### src/rtl/sched_pkg.sv
package sched_pkg;

  localparam int BANK_W = 2;
  localparam int ROW_W  = 10;
  localparam int COL_W  = 10;
  localparam int ADDR_W = BANK_W + ROW_W + COL_W;
  localparam int NUM_BANKS = 1 << BANK_W;

  typedef enum logic { MAP_LOW = 1'b0, MAP_HIGH = 1'b1 } map_mode_e;

  typedef struct packed {
    logic [BANK_W-1:0] bank;
    logic [ROW_W-1:0]  row;
    logic [COL_W-1:0]  col;
  } dram_loc_t;

  // bank in the least significant bits, column next, row on top
  function automatic dram_loc_t map_low(input logic [ADDR_W-1:0] a);
    dram_loc_t l;
    l.bank = a[BANK_W-1:0];
    l.col  = a[BANK_W +: COL_W];
    l.row  = a[BANK_W+COL_W +: ROW_W];
    return l;
  endfunction

  // column in the least significant bits, row next, bank on top
  function automatic dram_loc_t map_high(input logic [ADDR_W-1:0] a);
    dram_loc_t l;
    l.col  = a[COL_W-1:0];
    l.row  = a[COL_W +: ROW_W];
    l.bank = a[COL_W+ROW_W +: BANK_W];
    return l;
  endfunction

endpackage

### src/rtl/sched_addr_map.sv
module sched_addr_map
  import sched_pkg::*;
#(
  parameter map_mode_e MODE = MAP_LOW
) (
  input  logic [ADDR_W-1:0] addr_i,
  output dram_loc_t         loc_o
);

  generate
    if (MODE == MAP_HIGH) begin : g_high
      always_comb loc_o = map_high(addr_i);
    end else begin : g_low
      always_comb loc_o = map_low(addr_i);
    end
  endgenerate

endmodule

### src/rtl/sched_bank_timer.sv
module sched_bank_timer #(
  parameter int T_PRE = 2
) (
  input  logic clk,
  input  logic rst_n,
  input  logic close_i,   // this bank's access ends this cycle
  input  logic issue_i,   // an access to this bank is accepted this cycle
  output logic ready_o
);

  localparam int PRE_W = $clog2(T_PRE + 2);

  logic [PRE_W-1:0] pre_cnt;

  // reset counts as a precharge in progress for every bank
  always_ff @(posedge clk) begin
    if (!rst_n)            pre_cnt <= PRE_W'(T_PRE);
    else if (close_i)      pre_cnt <= PRE_W'(T_PRE);
    else if (pre_cnt != 0) pre_cnt <= pre_cnt - 1'b1;
  end

  assign ready_o = (pre_cnt == '0);

  // no access may be accepted while this bank precharges
  p_busy_blocks_r6: assert property (@(posedge clk) disable iff (!rst_n)
    !ready_o |-> !issue_i);

  // a bank was idle when its access began, so it is still idle when it closes
  p_close_idle_r6: assert property (@(posedge clk) disable iff (!rst_n)
    close_i |-> ready_o);

endmodule

### src/rtl/sched_access_seq.sv
module sched_access_seq
  import sched_pkg::*;
#(
  parameter int T_ACC = 4
) (
  input  logic              clk,
  input  logic              rst_n,
  input  logic              issue_i,
  input  dram_loc_t         loc_i,
  output logic              busy_o,
  output logic              close_o,
  output logic [BANK_W-1:0] close_bank_o,
  output logic              cmd_valid_o,
  output dram_loc_t         cmd_loc_o
);

  localparam int ACC_W = $clog2(T_ACC + 1);

  logic [ACC_W-1:0]  acc_cnt;
  logic [BANK_W-1:0] act_bank;

  // the accept cycle is the first of T_ACC occupied cycles
  always_ff @(posedge clk) begin
    if (!rst_n) begin
      acc_cnt  <= '0;
      act_bank <= '0;
    end else if (issue_i) begin
      acc_cnt  <= ACC_W'(T_ACC - 1);
      act_bank <= loc_i.bank;
    end else if (acc_cnt != 0) begin
      acc_cnt  <= acc_cnt - 1'b1;
    end
  end

  always_ff @(posedge clk) begin
    if (!rst_n) begin
      cmd_valid_o <= 1'b0;
      cmd_loc_o   <= '0;
    end else begin
      cmd_valid_o <= issue_i;
      if (issue_i) cmd_loc_o <= loc_i;
    end
  end

  assign busy_o       = (acc_cnt != 0);
  assign close_o      = (acc_cnt == ACC_W'(1));
  assign close_bank_o = act_bank;

  // the array path serves one access at a time
  p_one_access_r5: assert property (@(posedge clk) disable iff (!rst_n)
    busy_o |-> !issue_i);

  // accesses last at least two cycles, so commands never touch
  p_cmd_gap_r5: assert property (@(posedge clk) disable iff (!rst_n)
    cmd_valid_o |=> !cmd_valid_o);

endmodule

### src/rtl/bank_interleave_sched.sv
module bank_interleave_sched
  import sched_pkg::*;
#(
  parameter map_mode_e MAP_MODE = MAP_LOW,
  parameter int        T_ROW    = 2,
  parameter int        T_COL    = 2,
  parameter int        T_PRE    = 2,
  parameter int        CNT_W    = 32
) (
  input  logic              clk,
  input  logic              rst_n,
  input  logic              req_valid,
  input  logic [ADDR_W-1:0] req_addr,
  output logic              req_ready,
  output logic              req_stall,
  output logic              cmd_valid,
  output logic [BANK_W-1:0] cmd_bank,
  output logic [ROW_W-1:0]  cmd_row,
  output logic [COL_W-1:0]  cmd_col,
  output logic [CNT_W-1:0]  elapsed
);

  localparam int T_ACC = T_ROW + T_COL;

  // named internal events
  dram_loc_t              req_loc;
  dram_loc_t              cmd_loc;
  logic                   acc_busy;
  logic                   acc_close;
  logic [BANK_W-1:0]      close_bank;
  logic [NUM_BANKS-1:0]   bank_ready;
  logic                   issue;

  sched_addr_map #(.MODE(MAP_MODE)) u_map (
    .addr_i (req_addr),
    .loc_o  (req_loc)
  );

  sched_access_seq #(.T_ACC(T_ACC)) u_seq (
    .clk          (clk),
    .rst_n        (rst_n),
    .issue_i      (issue),
    .loc_i        (req_loc),
    .busy_o       (acc_busy),
    .close_o      (acc_close),
    .close_bank_o (close_bank),
    .cmd_valid_o  (cmd_valid),
    .cmd_loc_o    (cmd_loc)
  );

  generate
    for (genvar b = 0; b < NUM_BANKS; b++) begin : g_bank
      sched_bank_timer #(.T_PRE(T_PRE)) u_timer (
        .clk     (clk),
        .rst_n   (rst_n),
        .close_i (acc_close && (close_bank == BANK_W'(b))),
        .issue_i (issue && (req_loc.bank == BANK_W'(b))),
        .ready_o (bank_ready[b])
      );
    end
  endgenerate

  assign req_ready = !acc_busy && bank_ready[req_loc.bank];
  assign issue     = req_valid && req_ready;
  assign req_stall = req_valid && !req_ready;

  assign cmd_bank = cmd_loc.bank;
  assign cmd_row  = cmd_loc.row;
  assign cmd_col  = cmd_loc.col;

  always_ff @(posedge clk) begin
    if (!rst_n) elapsed <= '0;
    else        elapsed <= elapsed + CNT_W'(1);
  end

  // a held-back request produces no command in the next cycle
  p_stall_no_cmd_r7: assert property (@(posedge clk) disable iff (!rst_n)
    req_stall |=> !cmd_valid);

  // the cycle counter advances by exactly one per cycle
  p_elapsed_step_r9: assert property (@(posedge clk) disable iff (!rst_n)
    $past(rst_n) |-> (elapsed == $past(elapsed) + CNT_W'(1)));

  // every command comes from a request accepted one cycle earlier
  p_cmd_source_r4: assert property (@(posedge clk) disable iff (!rst_n)
    cmd_valid |-> $past(req_valid));

  generate
    if (MAP_MODE == MAP_HIGH) begin : g_chk_high
      // command fields reassemble into the accepted address
      p_map_high_r2: assert property (@(posedge clk) disable iff (!rst_n)
        cmd_valid |-> ({cmd_bank, cmd_row, cmd_col} == $past(req_addr)));
    end else begin : g_chk_low
      // command fields reassemble into the accepted address
      p_map_low_r1: assert property (@(posedge clk) disable iff (!rst_n)
        cmd_valid |-> ({cmd_row, cmd_col, cmd_bank} == $past(req_addr)));
    end
  endgenerate

endmodule

### config.mk
export PLATFORM = sky130hd
export DESIGN_NAME = bank_interleave_sched
export DESIGN_NICKNAME = d
export VERILOG_FILES = /design/src/rtl/sched_pkg.sv /design/src/rtl/sched_addr_map.sv /design/src/rtl/sched_bank_timer.sv /design/src/rtl/sched_access_seq.sv /design/src/rtl/bank_interleave_sched.sv
export SDC_FILE = /design/constraint.sdc
export NUM_CORES = 1
export LEC_CHECK = 0
export CORE_MARGIN = 3
export CORE_UTILIZATION = 45
export DETAILED_ROUTE_END_ITERATION = 6
export DONT_BUFFER_PORTS = 1
export MAX_ROUTING_LAYER = met4
export PLACE_DENSITY = 0.68
export SLEW_MARGIN = 0
export SYNTH_ARGS = -nofsm -noshare
export SYNTH_HDL_FRONTEND = slang
export SYNTH_HIERARCHICAL = 1
export SYNTH_SLANG_ARGS = --single-unit
export TNS_END_PERCENT = 1
### constraint.sdc
create_clock -name clk -period 4.5 [get_ports clk]
set_input_delay 0.45 -clock clk [delete_from_list [all_inputs] [get_ports clk]]
set_output_delay 0.45 -clock clk [all_outputs]
set_load 0.01 [all_outputs]
-- After elaboration in Yosys (flattened, before gate mapping)
Index checks and enable logic that the tools add are counted.
- output and inout bits: 57
- flip-flop bits (word level): 66
- input bits: 25
- word-level logic and storage cells: 52
- muxes and demuxes: 4
- reductions and logical operators: 25
- bitwise logic cells: 1
- equal/unequal tests: 4
- add/subtract/negate cells: 6
- magnitude comparators: 1
- operators with widths (operator ; number):
    $add 32x1->32 const B ; 1
    $logic_not 2->1 ; 5
    $reduce_bool 2->1 ; 5
    $reduce_or 2->1 ; 5
    $sub 2x1->2 const B ; 4
    $logic_and 1x1->1 ; 7
    $eq 2x2->1 const B ; 2
    $mux 2 ; 2
    $eq 3x1->1 const B ; 1
    $lt 2x3->1 const B ; 1
    $reduce_bool 3->1 ; 1
    $sub 3x1->3 const B ; 1
    $bmux 1 s2 ; 1
    $eq 2x1->1 const B ; 1
    $logic_not 1->1 ; 2
    $mux 1 ; 1
    $not 1->1 ; 1

-- Logic depth before layout (Yosys ltp)
Gate-level depths: netlist of run 1.
- depth after elaboration: 6
- depth in mapped cells: 9
- depth with buffers taken out: 7

-- Hierarchy
Netlist of run 1, hierarchy kept.
- by module, submodules not included (module ; instances ; area an instance (sq um) ; sequential area each (sq um) ; cells each):
    bank_interleave_sched ; 1 ; 1575.3 ; 640.6 ; 187
    sched_access_seq ; 1 ; 1016.0 ; 520.5 ; 95
    sched_bank_timer ; 4 ; 117.6 ; 40.0 ; 12
    sched_addr_map ; 1 ; 165.2 ; 0.0 ; 22

-- Least setup slack after synthesis of run 1
Ideal clock, no wire load.
- kind: register to register
- start: register elapsed[0]
- end: register elapsed[22]
- stages on the path, launching flop included: 7
- required time: 4.430 ns
- clock period less this slack: 2.142 ns
- path slack: 2.358 ns
- arrival: 2.072 ns
- library setup time: 0.070 ns
- path buffers: 1
- cells stage by stage: dfxtp_1 ha_1 nand4_2 or4_1 buf_2 or4_1 a21oi_1
- longest elaborated chain between the ends: 1
- RTL lines (item ; line ; RTL):
    start, declared ; bank_interleave_sched.sv:20 ; output logic [CNT_W-1:0] elapsed
    start signal, assigned ; bank_interleave_sched.sv:73 ; else elapsed <= elapsed + CNT_W'(1);
    $add 32x1->32 ; bank_interleave_sched.sv:73 ;
Every way passes these cells.
A chain may end at the register's enable or synchronous reset.

-- Worst setup path after layout of run 1
- start: register g_bank[2].u_timer.pre_cnt[0]
- end: register u_seq.acc_cnt[1]
- longest elaborated chain between the ends: 6
- elaborated cells on any way between the ends: 7
- those cells by class: mux: 3; reduce/logical: 4
- RTL lines (item ; line ; RTL):
    start, declared ; sched_bank_timer.sv:13 ; logic [PRE_W-1:0] pre_cnt;
    start signal, assigned ; sched_bank_timer.sv:17 ; if (!rst_n) pre_cnt <= PRE_W'(T_PRE);
    start signal, assigned ; sched_bank_timer.sv:18 ; else if (close_i) pre_cnt <= PRE_W'(T_PRE);
    start signal, assigned ; sched_bank_timer.sv:19 ; else if (pre_cnt != 0) pre_cnt <= pre_cnt - 1'b1;
    $logic_not 2->1 * ; sched_bank_timer.sv:22 ; assign ready_o = (pre_cnt == '0);
    net bank_ready[2] ; bank_interleave_sched.sv:31 ; logic [NUM_BANKS-1:0] bank_ready;
    $bmux 1 s2 * ; bank_interleave_sched.sv:63 ; assign req_ready = !acc_busy && bank_ready[req_loc.bank];
    $mux 1 (implied by the code) * ; bank_interleave_sched.sv:63 ;
    $logic_and 1x1->1 * ; bank_interleave_sched.sv:63 ;
    net req_ready ; bank_interleave_sched.sv:14 ; output logic req_ready,
    $logic_and 1x1->1 * ; bank_interleave_sched.sv:64 ; assign issue = req_valid && req_ready;
    net issue ; bank_interleave_sched.sv:32 ; logic issue;
    $mux 2 / $reduce_bool 2->1 (equally long branches) ; - ;
    end signal, assigned ; sched_access_seq.sv:28 ; acc_cnt <= ACC_W'(T_ACC - 1);
    end signal, assigned ; sched_access_seq.sv:31 ; acc_cnt <= acc_cnt - 1'b1;
    end, declared ; sched_access_seq.sv:19 ; logic [ACC_W-1:0] acc_cnt;
The timed path passes the listed nets; every way through them passes the cells marked *. The select of a mux whose other input is x is not followed.

==> flow_metrics.env, run 1 <==
export IMPL_rsz0062_at_grt="false"
export IMPL_grt_pass1_vias=2070
export IMPL_row_count=30
export IMPL_final_cell_mix="dfxtp_1 (66), nor2_1 (38), mux2i_1 (26)"
export IMPL_fin_worst_skew_ns=0.00376
export IMPL_finalCriticalPeriod_ns=2.55
export IMPL_ctsResizeCount=0
export IMPL_clkLatencyLatePin_ns=0.33
export IMPL_root_buffer="clkbuf_8"
export IMPL_die_w_um=90.3
export IMPL_dp_hpwl_um=4380
export IMPL_setup_tns_final_ns=0
export IMPL_slew_viol_final=0
export IMPL_nets=361
export IMPL_start_util_pct=46.8
export IMPL_hold_path_class="in2reg"
export IMPL_antenna_found_initial=0
export IMPL_critical_path_top_delay_family="simple AND/OR/NAND/NOR gates"
export IMPL_cp_arrival_ns=2.75
export IMPL_drc=0
export IMPL_insertedDiodeCount=0
export IMPL_gp_congestion=0.732
export IMPL_wire_per_inst_um=14.2
export IMPL_drtIter0Drc=78
export IMPL_fin_ws_ns=1.95
export IMPL_hold_viol_final=0
export IMPL_coreArea_um2=6830
export IMPL_routed_wl_um=6010
export IMPL_viasPerCell=5.27
export IMPL_synth_fp_nets=385
export IMPL_cts_setup_buffers=0
export IMPL_dieArea_um2=8150
export IMPL_drive_gt1_share_pct=10.4
export IMPL_cts_hold_fix_buffers=0
export IMPL_final_common_cell="dfxtp_1"
export IMPL_final_core_util_pct=47.5
export IMPL_clock_path_buffers=2
export IMPL_drtPass1Iterations=4
export IMPL_synthCells=348
export IMPL_pre_cts_slack_ns=1.95
export IMPL_cp_required_ns=4.70
export IMPL_powerDensity_nw_per_um2=448
export IMPL_path_buf_inv=2
export IMPL_num_io_pins=82
export IMPL_portBuffers=0
export IMPL_cp_end_kind="register"
export IMPL_startpoint_type="register"
export IMPL_die_h_um=90.3
export IMPL_worstSetupPathType="reg2reg"
export IMPL_slew_headroom_pct=41.1
export IMPL_slowest_delay_ns=0.44
export IMPL_ir_worst_vdd_mv=0.224
export IMPL_cts_tree="done"
export IMPL_grtUsageTotal_pct=15.8
export IMPL_p_leak_uw=0.00114
export IMPL_slowest_stage="mux4_2"
export IMPL_setup_viol=0
export IMPL_max_cap_violations=0
export IMPL_grt_max_degree=28
export IMPL_design_area_um2=3240
export IMPL_synthesis_area_um2=3200
export IMPL_postSynthAreaPerCell_um2=9.18
export IMPL_max_freq_mhz=391
export IMPL_grt_ovfl_total=0
export IMPL_grt_pass1_wl_um=10200
export IMPL_cts_htree_levels=3
export IMPL_critical_path_max_fanout=15
export IMPL_dpl_instance_area_um2=3070
export IMPL_area_growth_pct=1.53
export IMPL_n_fill_cell=687
export IMPL_crit_chain="inv_1 > ha_1 > mux4_2 > nor2b_1 > and2_1 > buf_4 > nor4b_1 > a311oi_1"
export IMPL_via_count=2236
export IMPL_ys_warn_count=6
export IMPL_worst_pin_slew_ns=0.875
export IMPL_numCtsBuffers=9
export IMPL_fin_crit_sh_pct=56.8
export IMPL_clock_sinks=66
export IMPL_outcome="finished clean"
export IMPL_detail_route_antenna_nets=0
export IMPL_path_clk_slew_ns=0.07
area by class of cell:
type	instances	area [um^2]	share of cell area, %
Clock buffer	12	155	4.78
Clock inverter	3	15.0	0.463
Inverter	18	67.6	2.08
Multi-Input combinational cell	228	1560	48.0
Sequential cell	66	1320	40.7
Tap cell	96	120	3.70
Timing Repair Buffer	1	7.51	0.231
flip-flops by register name, indices dropped and copies added, names as in the netlist:
signal	flops
u_seq/cmd_valid_o	1
u_seq/cmd_loc_o	22
elapsed	32
u_seq/acc_cnt	3
g_bank.u_timer/pre_cnt	8
report_power, final:
part,total (uW),switching (uW),internal (uW)
sequential,705,54.3,651
clock,433,209,224
combinational,316,155,161
total,1450,419,1040
stage by stage:
step                cells  hold WS (ns)  power, uW
finish                424         0.259       1450
global route          424         0.241       1560
CTS                   424         0.238       1480
detailed placement    409         0.511       1040
global placement      409         0.503       1020
floorplan             348         0.481       1000
per-layer routing:
metal  up-vias  track usage [%]  wire length [um]
li1       1115                -                 -
met1      1042             17.7              2510
met2        69             24.8              2920
met3        10             8.17               490
met4         0             4.59                93
met5         -                -                 0
worst register-to-register path: cells and delay by family, from the launching register on:
kind | cells | cell delay, ns
AND/OR/NAND/NOR | 3 | 0.96
multiplexers | 1 | 0.44
buffers and inverters | 2 | 0.40
flip-flops | 1 | 0.35
adder cells (fa/ha/maj) | 1 | 0.19
AO/OA/AOI/OAI | 1 | 0.09
path summary, 6_finish.rpt:
path	endpoint	start	slack (ns)	depth (start not counted)
setup / recovery	u_seq/acc_cnt[1]	g_bank[2].u_timer/pre_cnt[0]	1.95	8
hold / removal	elapsed[1]	rst_n	0.26	1
setup reg to reg	u_seq/acc_cnt[1]	g_bank[2].u_timer/pre_cnt[0]	1.95	8
hold reg to reg	elapsed[31]	elapsed[31]	0.52	2
No activity file was read; power rests on OpenSTA's default activity.
==> run 2: changes to the inputs <==
Settings changed: PLACE_DENSITY 0.68 to 0.7.
Clock period 4.5 ns to 2.1 ns, I/O delays scaled along.
==> run 2 against run 1 <==
Compared with the run above: cell area is 12% higher; clock skew up 0.0033 ns; sequential share of layout area is 4.1 points lower; global-route usage rose by 1.2 points; non-clock buffer count rose by 37; setup slack lost 1.9 ns; via count grew 7.8%; die area stayed put; register-to-register slack got worse by 1.8 ns; critical path depth decreased by 2; sequential power grew 110%; clock power grew to 2.7 times the previous value.
==> flow_metrics.env, run 2 (same netlist as run 1, synthesis figures left out) <==
export IMPL_drive_gt1_share_pct=21.3
export IMPL_grt_ovfl_total=0
export IMPL_cts_tree="done"
export IMPL_worst_pin_slew_ns=0.417
export IMPL_finalCriticalPeriod_ns=2.02
export IMPL_cts_htree_levels=3
export IMPL_portBuffers=0
export IMPL_powerDensity_nw_per_um2=948
export IMPL_fin_crit_sh_pct=96.3
export IMPL_top_register="elapsed"
export IMPL_outcome="finished clean"
export IMPL_root_buffer="clkbuf_8"
export IMPL_combPwrFrac_pct=22.1
export IMPL_detail_route_antenna_nets=0
export IMPL_n_fill_cell=637
export IMPL_slew_headroom_pct=72.1
export IMPL_clkLatencyLatePin_ns=0.35
export IMPL_clock_path_buffers=2
export IMPL_num_io_pins=82
export IMPL_grt_max_degree=27
export IMPL_die_w_um=90.3
export IMPL_final_core_util_pct=53.2
export IMPL_hold_path_class="in2reg"
export IMPL_numCtsBuffers=9
export IMPL_viasPerCell=5.22
export IMPL_routed_wl_um=6490
export IMPL_path_clk_slew_ns=0.08
export IMPL_setup_viol=0
export IMPL_wire_per_inst_um=14.1
export IMPL_startpoint_type="register"
export IMPL_rsz0062_at_grt="true"
export IMPL_dp_hpwl_um=4670
export IMPL_max_freq_mhz=494
export IMPL_fin_worst_skew_ns=0.00705
export IMPL_power_switching_uw=980
export IMPL_critical_path_max_fanout=2
export IMPL_cp_end_kind="primary output"
export IMPL_fin_ws_ns=0.0768
export IMPL_dieArea_um2=8150
export IMPL_hp_start="req_addr[9]"
export IMPL_drtPass1Iterations=4
export IMPL_worstSetupPathType="reg2out"
export IMPL_die_h_um=90.3
export IMPL_clock_sinks=66
export IMPL_p_int_uw=2460
export IMPL_grtUsageTotal_pct=17.0
export IMPL_final_common_cell="dfxtp_1"
export IMPL_reg2reg_to="elapsed[23]"
export IMPL_p_leak_uw=0.00136
export IMPL_reg2reg_from="elapsed[8]"
export IMPL_pre_cts_slack_ns=0.0256
export IMPL_slew_viol_final=0
export IMPL_final_cell_mix="dfxtp_1 (59), nor2_1 (38), buf_4 (30)"
export IMPL_p_sw_share_pct=28.4
export IMPL_multiInputGateArea_um2=1570
export IMPL_antenna_found_initial=0
export IMPL_largest_reg_flops=32
export IMPL_grt_pass1_wl_um=10900
export IMPL_start_util_pct=46.8
export IMPL_drtIter0Drc=70
export IMPL_hold_viol_final=0
export IMPL_coreArea_um2=6830
export IMPL_cp_required_ns=1.89
export IMPL_hold_path_end="u_seq/cmd_loc_o[7]"
export IMPL_insertedDiodeCount=0
export IMPL_grt_pass1_vias=2361
export IMPL_whs_path_depth=2
export IMPL_reg2regPathDepth=4
export IMPL_area_growth_pct=13.7
export IMPL_via_count=2411
export IMPL_row_count=30
export IMPL_gp_congestion=0.767
export IMPL_ir_worst_vdd_mv=0.396
export IMPL_power_frac_clock_pct=34.1
export IMPL_reg_top3="elapsed (32), u_seq/cmd_loc_o (22), g_bank.u_timer/pre_cnt (8)"
export IMPL_nets=398
export IMPL_drc=0
export IMPL_rrSetupSlack_ns=0.14
export IMPL_max_cap_violations=0
export IMPL_regArea_um2=1330
export IMPL_cp_arrival_ns=1.81
export IMPL_seqPwrFrac_pct=43.9
[run 2: changes by cell type in the layout (fill, tap and decap cells not counted), moves of 2 or more]
cell / previous run / this run
buf_12: 0 / 2
buf_4: 1 / 30
bufinv_16: 0 / 2
clkbuf_8: 11 / 9
clkinvlp_4: 0 / 2
dfxtp_1: 66 / 59
dfxtp_2: 0 / 7
dlygate4sd3_1: 0 / 6
[run 2: timing repair]
action,in CTS,in global routing
hold buffers,6,0
buffers inserted,0,0
setup endpoints to repair,1,27
resized for setup,1,9
endpoints found under the hold margin,6,0
[run 2: worst max-delay path by stage]
stage	start	endpoint	cells after the start
after global routing	g_bank[2].u_timer/pre_cnt[0]	req_stall	6
final	g_bank[2].u_timer/pre_cnt[0]	req_stall	6
after global placement	elapsed[1]	elapsed[22]	5
after detailed placement	g_bank[2].u_timer/pre_cnt[0]	u_seq/acc_cnt[0]	7
after floorplan	elapsed[0]	elapsed[22]	6
after CTS	g_bank[2].u_timer/pre_cnt[0]	u_seq/acc_cnt[0]	7
[run 2: critical path, cell delays in order (launching register included)]
cell	delay, ns
dfxtp_2	0.34
inv_1	0.06
ha_1	0.19
mux4_2	0.44
nor2b_1	0.15
buf_4	0.15
nor2b_4	0.13
[run 2: power by group through the flow]
stage / Clock, uW / Sequential [uW] / Combinational (uW)
global placement: 0 / 1530 / 697
detailed placement: 0 / 1530 / 740
CTS: 1200 / 1510 / 759
global route: 1260 / 1530 / 865
floorplan: 0 / 1510 / 637
finish: 1170 / 1510 / 760
[run 2: metal layers]
metal  GRT usage (%)  wire, um
met5               -         0
met2            28.4      3210
met4            7.27        76
met1            18.1      2750
met3            6.25       458
[run 2: layout make-up]
| type | instances | share of cell area, % |
|---|---|---|
| clock buffers | 9 | 3.41 |
| repair buffers | 38 | 8.95 |
| well taps | 96 | 3.30 |
| clock inverters | 7 | 2.58 |
| inverters | 18 | 1.86 |
| flip-flops and latches | 66 | 36.6 |
| multi-input cells | 228 | 43.3 |
[run 2: per-stage QoR]
| step | std cells | hold WS [ns] | area, um^2 | total power (uW) | TNS [ns] |
|---|---|---|---|---|---|
| 6_report | 462 | 0.0129 | 3630 | 3440 | 0 |
| 5_1_grt | 462 | 0.00515 | 3630 | 3650 | -0.0205 |
| 3_5_place_dp | 440 | 0.349 | 3340 | 2270 | 0 |
| 3_3_place_gp | 440 | 0.345 | 3340 | 2220 | 0 |
| 4_1_cts | 462 | 0.00113 | 3620 | 3470 | 0 |
| 2_1_floorplan | 348 | 0.371 | 3200 | 2150 | 0 |
